===== src/rtl/sgr_pkg.sv =====
package sgr_pkg;
   typedef enum logic [1:0] {
      RAMP_HOLD = 2'd0,
      RAMP_UP   = 2'd1,
      RAMP_DOWN = 2'd2
   } ramp_dir_e;
endpackage


===== src/rtl/sgr_ramp_ctrl.sv =====
module sgr_ramp_ctrl #(
   parameter int unsigned CODE_W      = 7,
   parameter int unsigned NORM_PERIOD = 8,
   parameter int unsigned HIGH_PERIOD = 16
) (
   input  logic              clk,
   input  logic              rst_n,
   input  logic              smp_valid,
   input  logic              code_wr,
   input  logic [CODE_W-1:0] code_in,
   input  logic              mute_n,
   input  logic              high_speed,
   output logic [CODE_W-1:0] applied_code
);
   import sgr_pkg::*;

   localparam int unsigned MAX_PERIOD = (NORM_PERIOD > HIGH_PERIOD) ? NORM_PERIOD : HIGH_PERIOD;
   localparam int unsigned CNT_W      = $clog2(MAX_PERIOD + 1);
   localparam logic [CODE_W-1:0] SILENT_CODE = {CODE_W{1'b1}};

   logic [CODE_W-1:0] stored_q;
   logic [CODE_W-1:0] applied_q;
   logic [CODE_W-1:0] target;
   logic [CNT_W-1:0]  cnt_q;
   logic [CNT_W-1:0]  last_cnt;
   ramp_dir_e         dir;

   // stored code: written at any time, mute or not
   always_ff @(posedge clk or negedge rst_n) begin
      if (!rst_n)       stored_q <= '0;
      else if (code_wr) stored_q <= code_in;
   end

   always_comb begin
      target   = mute_n ? stored_q : SILENT_CODE;
      last_cnt = high_speed ? CNT_W'(HIGH_PERIOD - 1) : CNT_W'(NORM_PERIOD - 1);
      if (applied_q < target)      dir = RAMP_UP;
      else if (applied_q > target) dir = RAMP_DOWN;
      else                         dir = RAMP_HOLD;
   end

   // step divider: advances on sample strobes only
   always_ff @(posedge clk or negedge rst_n) begin
      if (!rst_n) begin
         applied_q <= '0;
         cnt_q     <= '0;
      end else if (smp_valid) begin
         if (dir == RAMP_HOLD) begin
            cnt_q <= '0;
         end else if (cnt_q >= last_cnt) begin
            cnt_q     <= '0;
            applied_q <= (dir == RAMP_UP) ? CODE_W'(applied_q + 1'b1)
                                          : CODE_W'(applied_q - 1'b1);
         end else begin
            cnt_q <= CNT_W'(cnt_q + 1'b1);
         end
      end
   end

   assign applied_code = applied_q;
endmodule


===== src/rtl/sgr_gain_map.sv =====
module sgr_gain_map #(
   parameter int unsigned CODE_W = 7
) (
   input  logic [CODE_W-1:0] code,
   output logic [CODE_W:0]   gain
);
   localparam logic [CODE_W-1:0] TOP_CODE = {CODE_W{1'b1}};
   localparam logic [CODE_W:0]   UNITY    = {1'b1, {CODE_W{1'b0}}};

   // code 0 -> full scale; others -> TOP_CODE - code (top code -> 0)
   always_comb begin
      if (code == '0) gain = UNITY;
      else            gain = {1'b0, CODE_W'(TOP_CODE - code)};
   end
endmodule


===== src/rtl/sgr_scaler.sv =====
module sgr_scaler #(
   parameter int unsigned DATA_W = 24,
   parameter int unsigned GAIN_W = 8
) (
   input  logic signed [DATA_W-1:0] sample,
   input  logic        [GAIN_W-1:0] gain,
   output logic signed [DATA_W-1:0] scaled
);
   localparam int unsigned PROD_W = DATA_W + GAIN_W + 1;
   localparam int unsigned SHIFT  = GAIN_W - 1;

   logic signed [PROD_W-1:0] s_ext;
   logic signed [PROD_W-1:0] g_ext;
   logic signed [PROD_W-1:0] prod;

   always_comb begin
      s_ext  = PROD_W'(sample);
      g_ext  = $signed({{(PROD_W-GAIN_W){1'b0}}, gain});
      prod   = s_ext * g_ext;
      scaled = DATA_W'(prod >>> SHIFT);
   end
endmodule


===== src/rtl/soft_gain_ramp.sv =====
module soft_gain_ramp #(
   parameter int unsigned DATA_W      = 24,
   parameter int unsigned CODE_W      = 7,
   parameter int unsigned NORM_PERIOD = 8,
   parameter int unsigned HIGH_PERIOD = 16
) (
   input  logic                     clk,
   input  logic                     rst_n,
   input  logic                     smp_valid,
   input  logic signed [DATA_W-1:0] smp_left,
   input  logic signed [DATA_W-1:0] smp_right,
   input  logic                     code_wr,
   input  logic        [CODE_W-1:0] code_in,
   input  logic                     mute_n,
   input  logic                     high_speed,
   output logic                     out_valid,
   output logic signed [DATA_W-1:0] out_left,
   output logic signed [DATA_W-1:0] out_right,
   output logic        [CODE_W-1:0] applied_code
);
   localparam int unsigned NUM_CH = 2;
   localparam int unsigned GAIN_W = CODE_W + 1;

   if (CODE_W < 2) begin : g_chk_code
      $error("soft_gain_ramp: CODE_W must be at least 2");
   end
   if (DATA_W <= GAIN_W) begin : g_chk_data
      $error("soft_gain_ramp: DATA_W must exceed CODE_W + 1");
   end
   if (NORM_PERIOD < 1 || HIGH_PERIOD < 1) begin : g_chk_period
      $error("soft_gain_ramp: step periods must be at least 1");
   end

   logic [GAIN_W-1:0]        gain;
   logic signed [DATA_W-1:0] ch_in  [NUM_CH];
   logic signed [DATA_W-1:0] ch_mul [NUM_CH];
   logic signed [DATA_W-1:0] ch_out [NUM_CH];

   sgr_ramp_ctrl #(
      .CODE_W     (CODE_W),
      .NORM_PERIOD(NORM_PERIOD),
      .HIGH_PERIOD(HIGH_PERIOD)
   ) u_ramp (
      .clk         (clk),
      .rst_n       (rst_n),
      .smp_valid   (smp_valid),
      .code_wr     (code_wr),
      .code_in     (code_in),
      .mute_n      (mute_n),
      .high_speed  (high_speed),
      .applied_code(applied_code)
   );

   sgr_gain_map #(.CODE_W(CODE_W)) u_map (
      .code(applied_code),
      .gain(gain)
   );

   assign ch_in[0] = smp_left;
   assign ch_in[1] = smp_right;

   for (genvar ch = 0; ch < NUM_CH; ch++) begin : g_ch
      sgr_scaler #(.DATA_W(DATA_W), .GAIN_W(GAIN_W)) u_scale (
         .sample(ch_in[ch]),
         .gain  (gain),
         .scaled(ch_mul[ch])
      );

      always_ff @(posedge clk or negedge rst_n) begin
         if (!rst_n)         ch_out[ch] <= '0;
         else if (smp_valid) ch_out[ch] <= ch_mul[ch];
      end
   end

   always_ff @(posedge clk or negedge rst_n) begin
      if (!rst_n) out_valid <= 1'b0;
      else        out_valid <= smp_valid;
   end

   assign out_left  = ch_out[0];
   assign out_right = ch_out[1];
endmodule


===== config.mk =====
export PLATFORM = sky130hd
export DESIGN_NAME = soft_gain_ramp
export DESIGN_NICKNAME = d
export VERILOG_FILES = /design/src/rtl/sgr_pkg.sv /design/src/rtl/sgr_ramp_ctrl.sv /design/src/rtl/sgr_gain_map.sv /design/src/rtl/sgr_scaler.sv /design/src/rtl/soft_gain_ramp.sv
export SDC_FILE = /design/constraint.sdc
export NUM_CORES = 1
export LEC_CHECK = 0
export BUFFER_PORTS_ARGS = -buffer_cell sky130_fd_sc_hd__buf_2
export CORE_ASPECT_RATIO = 1.25
export CORE_UTILIZATION = 60
export DETAILED_ROUTE_END_ITERATION = 8
export PLACE_DENSITY = 0.84
export SYNTH_ARGS = -nofsm -noshare
export SYNTH_HDL_FRONTEND = slang
export SYNTH_SLANG_ARGS = --single-unit

===== constraint.sdc =====
create_clock -name clk -period 8.48 [get_ports clk]
set_clock_uncertainty 0.2 [all_clocks]
set_input_delay 1.272 -clock clk [delete_from_list [all_inputs] [get_ports clk]]
set_output_delay 1.272 -clock clk [all_outputs]
set_load 0.02 [all_outputs]

# Word-level counts from Yosys, hierarchy flattened
# Cells that the tools add are included.
# op_classes
n_div	0
n_eq_ne	1
n_reduce_logical	3
mul	2
add_sub_neg	4
n_shift	0
mux	8
n_bitwise	1
magnitude_cmp	3
# ops
op	count
$mul 24x9->31	2
$mux 7	2
$mux 5	2
$mux 8	1
$add 7x1->7 const B	1
$gt 7x7->1	1
$logic_not 7->1	1
$lt 7x7->1	1
$sub 7x1->7 const B	1
$sub 7x7->7 const A	1
$add 5x1->5 const B	1
$ge 5x5->1	1
$mux 2	2
$mux 4	1
$reduce_and 3->1	1
$eq 2x1->1 const B	1
$logic_not 2->1	1
$not 1->1	1
# word_totals
mem_bits_ro	0
latchBits	0
memories	0
ramBits	0
regBits	68

# Logic depth before layout (Yosys ltp)
# Gate-level depths: netlist of the first run.
# logic_depth
word_depth	7
mapped_depth	23
depth_no_buf	22

# By module
# A second synthesis of the first run with hierarchy kept.
# hier_totals
cells_unflattened	1754
hier_area_um2	15999.1
# by_module_without_submodules
module	seq_area_each_um2	n_inst	cells_each	area_each_um2
sgr_scaler (g_ch[0].u_scale)	0.0	1	774	6483.7
sgr_scaler (g_ch[1].u_scale)	0.0	1	747	6302.3
soft_gain_ramp	1226.2	1	102	1885.6
sgr_ramp_ctrl	475.5	1	118	1248.7
sgr_gain_map	0.0	1	13	78.8

# Worst setup path before layout of the first run
# OpenSTA, ideal clock, no wires.
# synth_timing
path_kind	register to register
startpoint	register u_ramp.applied_q[5] (netlist: u_ramp.applied_code[5])
endpoint	register ch_out (netlist bit out_right[16])
synth_period_minus_slack_ns	6.525
required_time_ns	8.160
n_path_buf	2
path_stages_with_launch	22
slack_ns	1.955
t_arrival_ns	6.205
path_cell_list	dfrtp_1 > or4_4 > nor4_2 > nor2_1 > clkbuf_1 > nand2_1 > fa_1 > inv_1 > fa_1 > fa_1 > inv_1 > fa_1 > inv_1 > ha_1 > buf_2 > a21o_1 > a2111oi_2 > o211ai_1 > o21ai_1 > a31oi_1 > or3_1 > a31o_2
# synth_via
elab_chain_len	3
elab_cells_between_ends	4
# synth_lines
item	line	rtl
start, declared	sgr_ramp_ctrl.sv:22	logic [CODE_W-1:0] applied_q;
start signal, assigned	sgr_ramp_ctrl.sv:52	applied_q <= (dir == RAMP_UP) ? CODE_W'(applied_q + 1'b1)
$sub 7x7->7 / $logic_not 7->1 (equally long branches)	sgr_gain_map.sv:13, sgr_gain_map.sv:12	
$mux 8 *	sgr_gain_map.sv:12	if (code == '0) gain = UNITY;
$mul 24x9->31 *	sgr_scaler.sv:19	prod = s_ext * g_ext;
end signal, assigned by index	soft_gain_ramp.sv:71	else if (smp_valid) ch_out[ch] <= ch_mul[ch];
end, declared	soft_gain_ramp.sv:37	logic signed [DATA_W-1:0] ch_out [NUM_CH];
# Every way passes the cells marked *; elsewhere a longest branch is shown, timed or not.
# A chain may end at the register's enable or synchronous reset.

# Final worst setup path of the first run
# layout_timing
startpoint	register u_ramp.applied_q[5] (netlist: u_ramp.applied_code[5])
endpoint	register ch_out (netlist bit out_right[21])
# Same word-level chain as after synthesis.

==> metrics list, run 1 <==
- Status: complete, no violations
- STA classifies the critical path startpoint as a flip-flop.
- Max_slew headroom: between 30% and 40%
* XOR/XNOR share of the synthesized area: under 10%
- Count of input and output buffers: between 100 and 150
* Critical setup path kind: reg2reg
- Initial antenna violation count: 0
- Die Ht: 183 um
* Area share of fa/ha/maj cells after synthesis: a little under half
* Arrival time reported for the critical path endpoint: roughly 7.3 ns
- Std-Cell Core Area: between 20,000 and 30,000 um2
- Category of the worst setup path capture point: flip-flop
- Number of rows created at floorplan: 65
- Most repeated library cell on the critical path: fa_1
* Final HPWL DP: around 30 mm
- The number of different library cells used by synthesis comes to 65.
- In this run, synthesis inferred 0 flip-flops with an integrated enable.
- In this run the critical register-to-register path is launched from u_ramp.applied_code[5]$_DFFE_PN0P_.
- Clock tree synthesis found a total of slightly below 70 sinks.
* Worst Min Path Start: out_right[0]$_DFFE_PN0P_
- For this block, the initial DRC count from the detailed router was 743.
- For this run, the detailed router's first-pass iteration total came to 6.
* Buffer levels on the longest clock path: 2
- After synthesis, the largest family of logic cells by area is adder cells.
- Nets in the synthesized netlist: 2,204
* Number of resized instances in the post-cts repair step: 0
- Data on the critical path is required at its endpoint by 8.51 ns.
* Via total after detailed routing: about 12k
- The count of endpoints failing hold in the final timing report was 0.
* Post-Synth Simple-Gate Area: approximately 17%
- Once detail routing completed, the nets flagged for antenna violations numbered 0.
- Drt total wl: approximately 37 mm
- Pin slew with the least headroom to its limit: roughly 1.0 ns
* Async SR Flop Fraction: 100%
* Number of nets in the finished design: between 2k and 2.5k
* Mean area per synthesized cell: just over 9 um2
* Final design instance area without fill: around 17,000 um2
- Master of the slowest instance on the critical path: or4_4
* Multiplexer share of the synthesized area: 3.45%
- Summing the areas of all compound-gate instances in the mapped netlist gives under 10% of the synthesized area.
- Dividing the detail-routed via count by the number of cells gives between 5 and 6.
- Clock root buffer master: clkbuf_16
- Flop2flop setup slack: ~1.2 ns
* Floorplan die area: approximately 27,000 um2
- Hold Crit Endpoint: out_right[0]$_DFFE_PN0P_
- The number of max-slew violations in the final report came to 0.
* Horiz. Die Dim: about 150 um
* Register area share after synthesis: around 11%
- Setup violations remaining at the end of the flow were counted as 0.
* Global Route Usage Sum: ~30%
- Buffers inserted to repair hold after CTS numbered 0.
- In the finished design, the share of the clock period the worst path needs comes to between 80% and 90%.
* Area after detailed placement: about 17,000 um2
* Antenna diode count: 0
* Count of pins on the block boundary: between 100 and 150
- In this design, the stage delay of the slowest critical-path cell is approximately 0.60 ns.
- The tool flagged a number of max-cap violations equal to 0.
* Most common library cell in the layout ignoring fill and taps: inv_1
- The congestion estimate from routability-driven global placement came to approximately 0.97.
- R2r endpoint: out_right[21]$_DFFE_PN0P_
- Reg clk slew, reported paths: ~0.060 ns
- Wire length of the first global-routing pass: between 60 and 70 mm
* Number of global-route vias before repair: around 13k
- Routed wire length per instance: 17.4 um
- Number of cells produced by synthesis: ~1.7k
* Flip-flop and latch count after synthesis: slightly below 70
- Depth of the CTS H-tree: 3
* Reg2Reg Depth: 21
- Min-delay worst type: reg2reg
- During synthesis, Yosys emitted a total of 0 warnings.
- Counting instances, the worst hold path has a depth of 1.
* Post-synth design cell area: around 16,000 um2
- Critical path, cell by cell: or4_4 > nor4_4 > buf_4 > nor2_2 > buf_4 > and2_1 > ha_1 > fa_1 > fa_1 > inv_1 > fa_1 > inv_1 > ha_1 > and3_1 > nand2_1 > a2111oi_0 > o211ai_2 > a31oi_1 > a31oi_1 > xnor2_1 > mux2_2
* Total grt overflow: 0
- Static timing analysis puts the maximum clock frequency at around 140 MHz.
- The clock period could shrink to 7.29 ns.
- Setup total negative slack on the finished layout was measured at 0 ns.
- The area growth from synthesis to layout is 7.66%.
- Primary FF master, synth: dfrtp_1
- Initial core utilization: approximately 60%
* Inserted Clock Buffers: 9
* Skew-Pair Late Insertion Delay: roughly 0.35 ns
* Pin count of the biggest net entering global routing: between 60 and 70
- Post-CTS setup buffer count: 0
- Largest fanout on the critical path: 50
- In the routed design, unresolved DRC markers number 0.
* Unrepaired setup endpoints after global routing: no
* TritonCTS clock tree: built
- Leading cell types in the layout, fill and taps excluded: inv_1, fa_1, nand2_1, and2_1, ha_1
- Of the cells placed in the final design, the portion with a size suffix greater than 1 is about 12%.
==> how the worst max path moves through the flow <==
stage | slack [ns] | startpoint | depth (start not counted) | end
finish | 1.19 | u_ramp.applied_code[5]$_DFFE_PN0P_ | 21 | out_right[21]$_DFFE_PN0P_
global placement | 1.41 | u_ramp.applied_code[5]$_DFFE_PN0P_ | 21 | out_right[22]$_DFFE_PN0P_
floorplan | 1.96 | u_ramp.applied_code[5]$_DFFE_PN0P_ | 21 | out_right[16]$_DFFE_PN0P_
detailed placement | 1.23 | u_ramp.applied_code[5]$_DFFE_PN0P_ | 21 | out_right[21]$_DFFE_PN0P_
CTS | 1.20 | u_ramp.applied_code[5]$_DFFE_PN0P_ | 21 | out_right[21]$_DFFE_PN0P_
global route | 0.71 | u_ramp.applied_code[5]$_DFFE_PN0P_ | 21 | out_right[21]$_DFFE_PN0P_
==> per-stage QoR <==
stage	worst slack [ns]	instances	hold WS (ns)	util [%]
CTS	1.20	2149	0.304	66.2
global placement	1.41	2133	0.278	65.1
finish	1.19	2149	0.302	66.2
floorplan	1.96	1728	0.257	-
detailed placement	1.23	2133	0.280	65.1
global route	0.708	2149	0.318	66.2
==> Yosys cell counts (all sizes together), types with 3 or more instances <==
library cell / n / area [um2]
o21ai: 29 / 153
o221ai: 3 / 26.3
clkbuf: 56 / 210
ha: 126 / 1580
and2: 195 / 1220
nor2: 32 / 120
o21a: 3 / 22.5
mux2: 47 / 529
nand4: 10 / 62.6
inv: 385 / 1450
xnor2: 41 / 359
a21o: 24 / 180
a31o: 5 / 61.3
and4: 4 / 35.0
fa: 289 / 5790
nor4: 3 / 25.0
or3: 3 / 18.8
nand2: 219 / 822
a2111oi: 3 / 32.5
a211oi: 3 / 22.5
a31oi: 5 / 31.3
o311ai: 3 / 26.3
o31ai: 5 / 37.5
o211ai: 8 / 80.1
nand2b: 8 / 50.1
nor2b: 10 / 62.6
dfrtp: 68 / 1700
a21oi: 58 / 305
xor2: 17 / 149
o21bai: 10 / 75.1
nor3: 5 / 25.0
and3: 6 / 37.5
a221oi: 4 / 47.6
o2bb2ai: 3 / 26.3
nand3: 12 / 60.1
==> cell families (layout without fill, tap and decap cells) <==
logic type,Yosys count,after routing
DFF,68,68
adders and majority gates,415,415
and+or+nand+nor,516,516
xor gates and xnor gates,58,58
buffers and inverters,443,529
AOI/OAI and AO/OA,180,180
muxes,48,48
==> state kept, by name (all words and copies together) (netlist names) <==
signal	flops
out_left	24
out_right	24
u_ramp.applied_code	7
u_ramp.stored_q	7
u_ramp.cnt_q	5
out_valid	1
==> worst max-delay path, delay by kind of cell, from the launching register on <==
kind | cells | cell delay (ns)
muxes | 1 | 0.26
adders and majority gates | 5 | 2.06
buffers and inverters | 4 | 0.93
AOI/OAI and AO/OA | 4 | 1.23
DFF | 1 | 0.45
and+or+nand+nor | 6 | 1.83
xor gates and xnor gates | 1 | 0.16
==> cell type report <==
type | instances | area, um2
clock buffer | 10 | 239
tap | 335 | 419
timing repair buffer | 128 | 673
fill | 1938 | 8610
inverter | 385 | 1450
clock inverter | 6 | 45.0
multi-input combinational | 1217 | 12300
sequential | 68 | 1700
==> layer usage <==
layer  GRT usage [%]  share of wire (%)  wire length [um]
met3            3.85                5.6              2100
met4            15.3                5.1              1890
met5               0                  0                 0
met1            34.4                 37             13900
met2            55.9                 52             19500
Power of run 1 is not shown: default switching activity piles up to over one toggle a cycle in this logic, so the estimate is an artifact.
==> inputs of run 2 (changes only) <==
- CELL_PAD_IN_SITES_DETAIL_PLACEMENT: unset -> 1
- CELL_PAD_IN_SITES_GLOBAL_PLACEMENT: unset -> 2
- CORE_UTILIZATION: 60 -> 40
- PLACE_DENSITY: 0.84 -> 0.88
==> run 2 against run 1 <==
Effect of this change:
- worst hold slack worse by 0.011 ns
- count of clock-buffer cells in the layout is 1 lower
- fmax is 3.1% higher
- register-to-register slack better by 0.22 ns
- non-clock buffer count stayed put
- sequential cell count stayed put
- via count is 3.5% lower
- cell count is 7.4% higher
- critical path depth stayed put
- global-route usage is 7.4 points lower
==> metrics list, run 2 (synthesized netlist as in run 1, its figures left out) <==
- Most repeated library cell on the critical path: fa_1
- Subtracting the final worst setup slack from the clock period gives around 7.1 ns.
- Buffer levels on the longest clock path: 2
* Largest stage delay on the critical path: about 0.60 ns
* Std-Cell Core Area: 38,300 um2
* Per-cell via count in the routed design: between 5 and 6
* Share of cells above drive strength 1: between 10% and 20%
- For this run, design rule violations remaining after detail routing come to 0.
- Final HPWL DP: between 30 and 40 mm
- Depth of the CTS H-tree: 3
- Data required time of the worst path: ~8.5 ns
- Compared with the post-synthesis result, the final layout area differs by 9.57%.
* Pin slew with the least headroom to its limit: approximately 1.0 ns
- During placement, the flow inserted port buffers numbering roughly 120.
- The cell sitting at the root of the clock tree is a clkbuf_16.
* Inserted Clock Buffers: 9
* Maximum operating frequency: between 100 and 150 MHz
- Crit path launch: u_ramp.applied_code[4]$_DFFE_PN0P_
- In this run the horizontal extent of the chip is between 150 and 200 um.
* Number of nets in the finished design: between 2k and 2.5k
* Worst Min Path Start: out_left[1]$_DFFE_PN0P_
- Initial DRT Pass Iterations: 4
- For the final routed database, the setup TNS stands at 0 ns.
- Critical setup path kind: reg2reg
* Arrival time reported for the critical path endpoint: between 7 and 8 ns
- Max-cap violations in this run came to 0.
- Counting every sink on the clock net gives 68.
- Category of the worst setup path capture point: flip-flop
- Entering global routing, the biggest net connects 61 pins.
- Final count of negative-setup-slack endpoints: 0
- The die covers 39,900 um2.
- Count of hold buffers inserted by post-cts repair: 0
- Initial antenna violation count: 5
- Min-delay worst type: reg2reg
- Beginning of the worst register-to-register path: u_ramp.applied_code[4]$_DFFE_PN0P_
- Total grt overflow: 0
- In this run the vertical extent of the chip is 223 um.
* Share of the cycle needed by the critical path after routing: between 80% and 90%
- Headroom to the max-slew limit came out at between 30% and 40%.
* Critical path, cell by cell: or4_4 > nor4_4 > buf_4 > nor2_2 > buf_4 > and2_1 > ha_1 > fa_1 > fa_1 > inv_1 > fa_1 > inv_1 > ha_1 > a21o_1 > a2111oi_2 > o211ai_1 > o21ai_1 > a31oi_1 > o21ai_0 > a211o_1 > o221ai_1
- Number of rows created at floorplan: 80
- Master of the slowest instance on the critical path: or4_4
- Launching element type of the critical path: flip-flop
- Across all layers, the routed design uses around 12k vias.
- DRT antenna net count: 0
- The final layout contains routed wiring with a total length of between 40 and 50 mm.
- The number of setup buffers added after CTS is 0.
- Number of global-route vias before repair: between 10k and 15k
- The initial utilization of the core area, before any placement, comes to roughly 41%.
- The later pin in the worst-skew pair is clocked with a latency of 0.38 ns.
* Number of resized instances in the post-cts repair step: 0
- The flow ran to the end, and the final reports show no timing, DRC or antenna violations.
- In this run the worst path has a maximum fanout of 40.
- Most common library cell in the layout ignoring fill and taps: inv_1
- Routed wire length per instance: about 18 um
- TritonCTS clock tree: built
- Post-route worst hold slack: 0.290 ns
- Global Route Usage Sum: a little under a quarter
* Wire length of the first global-routing pass: between 70 and 80 mm
- During I/O placement, the number of pins put on the boundary was between 100 and 150.
* Leading cell types in the layout, fill and taps excluded: inv_1, fa_1, nand2_1, and2_1, ha_1
- The number of max-slew violations in the final report came to 0.
- After clock tree synthesis, the clock-pin slew on the worst setup and hold paths is approximately 0.07 ns.
- The count of endpoints failing hold in the final timing report is 0.
- Setup repair after global routing left no endpoint under its margin.
- In this run, the number of DRC markers left after iteration 0 of detailed routing was 430.
- Final weighted congestion in routability-driven placement: 0.889
[run 2: path summary, 6_finish.rpt]
| path | slack [ns] | depth (start not counted) | end |
|---|---|---|---|
| max | 1.41 | 21 | out_right[22]$_DFFE_PN0P_ |
| min | 0.29 | 2 | out_left[1]$_DFFE_PN0P_ |
| max reg2reg | 1.41 | 21 | out_right[22]$_DFFE_PN0P_ |
| min reg2reg | 0.29 | 2 | out_left[1]$_DFFE_PN0P_ |
| max in group asynchronous | 6.49 | 2 | out_left[9]$_DFFE_PN0P_ |
| min in group asynchronous | 0.60 | 1 | out_right[21]$_DFFE_PN0P_ |
[run 2: metrics by stage]
stage / worst slack, ns / utilization [%] / instance area (um2) / std cells
floorplan: 1.96 / - / 15600 / 1728
detailed placement: 1.45 / 43.8 / 16800 / 2290
finish: 1.41 / 44.7 / 17100 / 2309
global route: 1.03 / 44.7 / 17100 / 2307
global placement: 1.55 / 43.8 / 16800 / 2290
CTS: 1.42 / 44.7 / 17100 / 2306
[run 2: critical path, delay by kind of cell, from the launching register on]
| kind | cells | cell delay (ns) |
|---|---|---|
| AOI/OAI and AO/OA | 8 | 2.09 |
| adders and majority gates | 5 | 2.11 |
| and+or+nand+nor | 4 | 1.37 |
| buffers and inverters | 4 | 0.67 |
| DFF | 1 | 0.47 |
[run 2: layout make-up]
cell class / instances / area, um2
diodes: 3 / 7.51
multi-input cells: 1217 / 12300
flip-flops and latches: 68 / 1700
clock inverters: 7 / 139
well taps: 492 / 616
clock buffers: 9 / 225
fillers: 4511 / 21200
repair buffers: 128 / 673
inverters: 385 / 1450
[run 2: metal layers]
metal | track usage (%) | vias to the layer above | routed length [um]
li1 | - | 5441 | -
met1 | 27.6 | 6098 | 17500
met2 | 41.5 | 160 | 22300
met3 | 3.39 | 58 | 1460
met4 | 6.97 | 6 | 1050
met5 | 0 | - | 40
Power of run 2 is left out for the same reason.
==> inputs of run 3 (changes only) <==
- CORE_UTILIZATION: 40 -> 36
- PLACE_DENSITY: 0.88 -> 0.83
- clock period: 8.48 -> 6.2 ns (I/O delays scaled with it)
==> run 3 against run 2 <==
Effect of this change:
- critical path depth increased by 3
- fmax up 13%
- non-clock buffer count increased by 190
- first-iteration DRC count decreased by 25%
- routed wire length rose by 13%
- the flow now finishes with violations (negative setup slack)
- worst hold slack lost 0.0034 ns
- global-route usage is 1.0 points lower
==> metrics list, run 3 (synthesized netlist as in run 1, its figures left out) <==
- After clock tree synthesis, the clock-pin slew on the worst setup and hold paths is 0.07 ns.
- Initial core utilization: a little over a third
- Most common library cell in the layout ignoring fill and taps: inv_1
* Routed wire length per instance: around 19 um
- Final weighted congestion in routability-driven placement: around 0.82
- The worst path uses 101% of the clock period.
- Fillers: roughly 5.0k
* Final count of negative-setup-slack endpoints: 4
* Depth of the CTS H-tree: 3
- TritonCTS built the clock tree.
- Final count of pins violating max slew: 0
- Skew-Pair Late Insertion Delay: ~0.38 ns
- Number of nets in the finished design: roughly 2.5k
- Floorplan die area: around 44,000 um2
- Number of rows created at floorplan: 85
* Std-Cell Core Area: roughly 43,000 um2
* Leading cell types in the layout, fill and taps excluded: inv_1, fa_1, nand2_1, and2_1, buf_4
- Status: finished, violations left
- Inserted Clock Buffers: 9
- Share of cells above drive strength 1: between 20% and 30%
- Setup total negative slack on the finished layout was measured at -0.159 ns.
* Critical setup path kind: reg2reg
- Count of hold buffers inserted by post-cts repair: 0
- Largest fanout on the critical path: 7
- For the pin with the worst max-slew slack, the measured transition is about 0.97 ns.
- Final HPWL DP: between 30 and 40 mm
- Per-cell via count in the routed design: 4.94
* Horiz. Die Dim: roughly 190 um
- Global routing finished with a remaining overflow of 0.
* Violated checks: negative setup slack
- Counting every sink on the clock net gives 68.
* Number of global-route vias before repair: about 15k
* Data required time of the worst path: between 6 and 7 ns
- Counting I/O delays and the setup requirement, the final critical path takes about 6.3 ns.
* Via total after detailed routing: roughly 13k
- Wire length of the first global-routing pass: between 70 and 80 mm
- roughly 120 I/O pins were placed.
- Setup repair after global routing could not meet its margin everywhere.
- The count of endpoints failing hold in the final timing report came to 0.
- STA puts the critical path data arrival time at around 6.4 ns.
* Min-delay worst type: reg2reg
* DRT antenna net count: 0
* Detailed Route Iter0 Violations: between 300 and 400
* Initial antenna violation count: 3
- The routed design has 47.9 mm of wire.
* Count of input and output buffers: between 100 and 150
* Die Ht: approximately 240 um
- For this run, design rule violations remaining after detail routing come to 0.
* Pin count of the biggest net entering global routing: 69
- Relative to the synthesized area, the layout overhead comes to 27.0%.
- The worst setup path is launched from a flip-flop.
- Across the run, the number of max-cap violations was 0.
- Setup slack on the critical path of the routed design comes to -0.0776 ns.
* Category of the worst setup path capture point: flip-flop
- Headroom to the max-slew limit came out at roughly a third.
- Clock root buffer master: clkbuf_16
- Maximum operating frequency: ~160 MHz
* Initial DRT Pass Iterations: 6
- The clock passes through at most 2 buffers.
* Global Route Usage Sum: 21.9%
## run 3: cell types whose count changed in the layout (fill, tap and decap cells not counted), moves of 15 or more
cell	before	now
ha_4	0	23
inv_1	385	369
a21oi_2	1	16
buf_4	13	173
ha_1	126	100
buf_6	0	22
fa_2	0	18
inv_2	0	16
fa_1	289	271
a21oi_1	56	39
## run 3: metrics by stage
stage / util, % / setup slack [ns] / hold WS [ns] / cell area [um2] / std cells
3_5_place_dp: 41.7 / -0.207 / 0.268 / 17900 / 2492
6_report: 46.3 / -0.0776 / 0.287 / 19900 / 2583
3_3_place_gp: 41.7 / -0.0202 / 0.270 / 17900 / 2492
4_1_cts: 43.3 / -0.0109 / 0.291 / 18600 / 2533
2_1_floorplan: - / -0.0471 / 0.257 / 15800 / 1728
5_1_grt: 46.2 / -0.200 / 0.322 / 19900 / 2580
## run 3: routing by layer
layer / wire length (um) / share of wire [%] / global-route usage, %
met2: 26600 / 55 / 41.3
met3: 1310 / 2.7 / 3.04
met5: 22 / 0.046 / 0
met4: 1150 / 2.4 / 7.18
met1: 18800 / 39 / 25.1
## run 3: final cells by class
class	instances	area, um2	share of cell area (%)
antenna	3	7.51	0.0378
clock buffer	9	225	1.13
clock inverter	7	109	0.548
inverter	385	1450	7.27
multi-input combinational	1228	13400	67.4
sequential	68	1700	8.57
tap	565	707	3.56
timing repair buffer	318	2280	11.5
## run 3: final timing paths
check | from | slack [ns] | to | depth (start not counted)
max | u_ramp.applied_code[5]$_DFFE_PN0P_ | -0.08 | out_left[14]$_DFFE_PN0P_ | 24
min | out_left[1]$_DFFE_PN0P_ | 0.29 | out_left[1]$_DFFE_PN0P_ | 2
max reg2reg | u_ramp.applied_code[5]$_DFFE_PN0P_ | -0.08 | out_left[14]$_DFFE_PN0P_ | 24
min reg2reg | out_left[1]$_DFFE_PN0P_ | 0.29 | out_left[1]$_DFFE_PN0P_ | 2
max in group asynchronous | rst_n | 4.65 | u_ramp.applied_code[5]$_DFFE_PN0P_ | 1
min in group asynchronous | rst_n | 0.48 | out_right[1]$_DFFE_PN0P_ | 1
## run 3: worst max-delay path: stages (launching register included)
cell and delay [ns]:
dfrtp_2 0.41, or4_4 0.53, nor4_4 0.30, buf_6 0.17
buf_12 0.13, nor2_4 0.07, buf_6 0.15, and2_4 0.16
fa_1 0.55, fa_1 0.45, fa_1 0.55, inv_2 0.05
fa_1 0.57, inv_2 0.07, ha_4 0.30, buf_6 0.10
nand2_4 0.04, o21ai_2 0.14, a31o_2 0.15, a21oi_4 0.04
o31a_1 0.36, buf_4 0.15, buf_4 0.12, xnor2_1 0.12
mux2_2 0.26
## run 3: what timing repair did
| action | 4_1_cts | 5_1_grt |
|---|---|---|
| setup endpoints to repair | 27 | 37 |
| gates cloned | 8 | 3 |
| pin swaps | 24 | 129 |
| gates resized for setup | 27 | 197 |
| buffers inserted | 17 | 45 |
Power of run 3 is left out for the same reason.
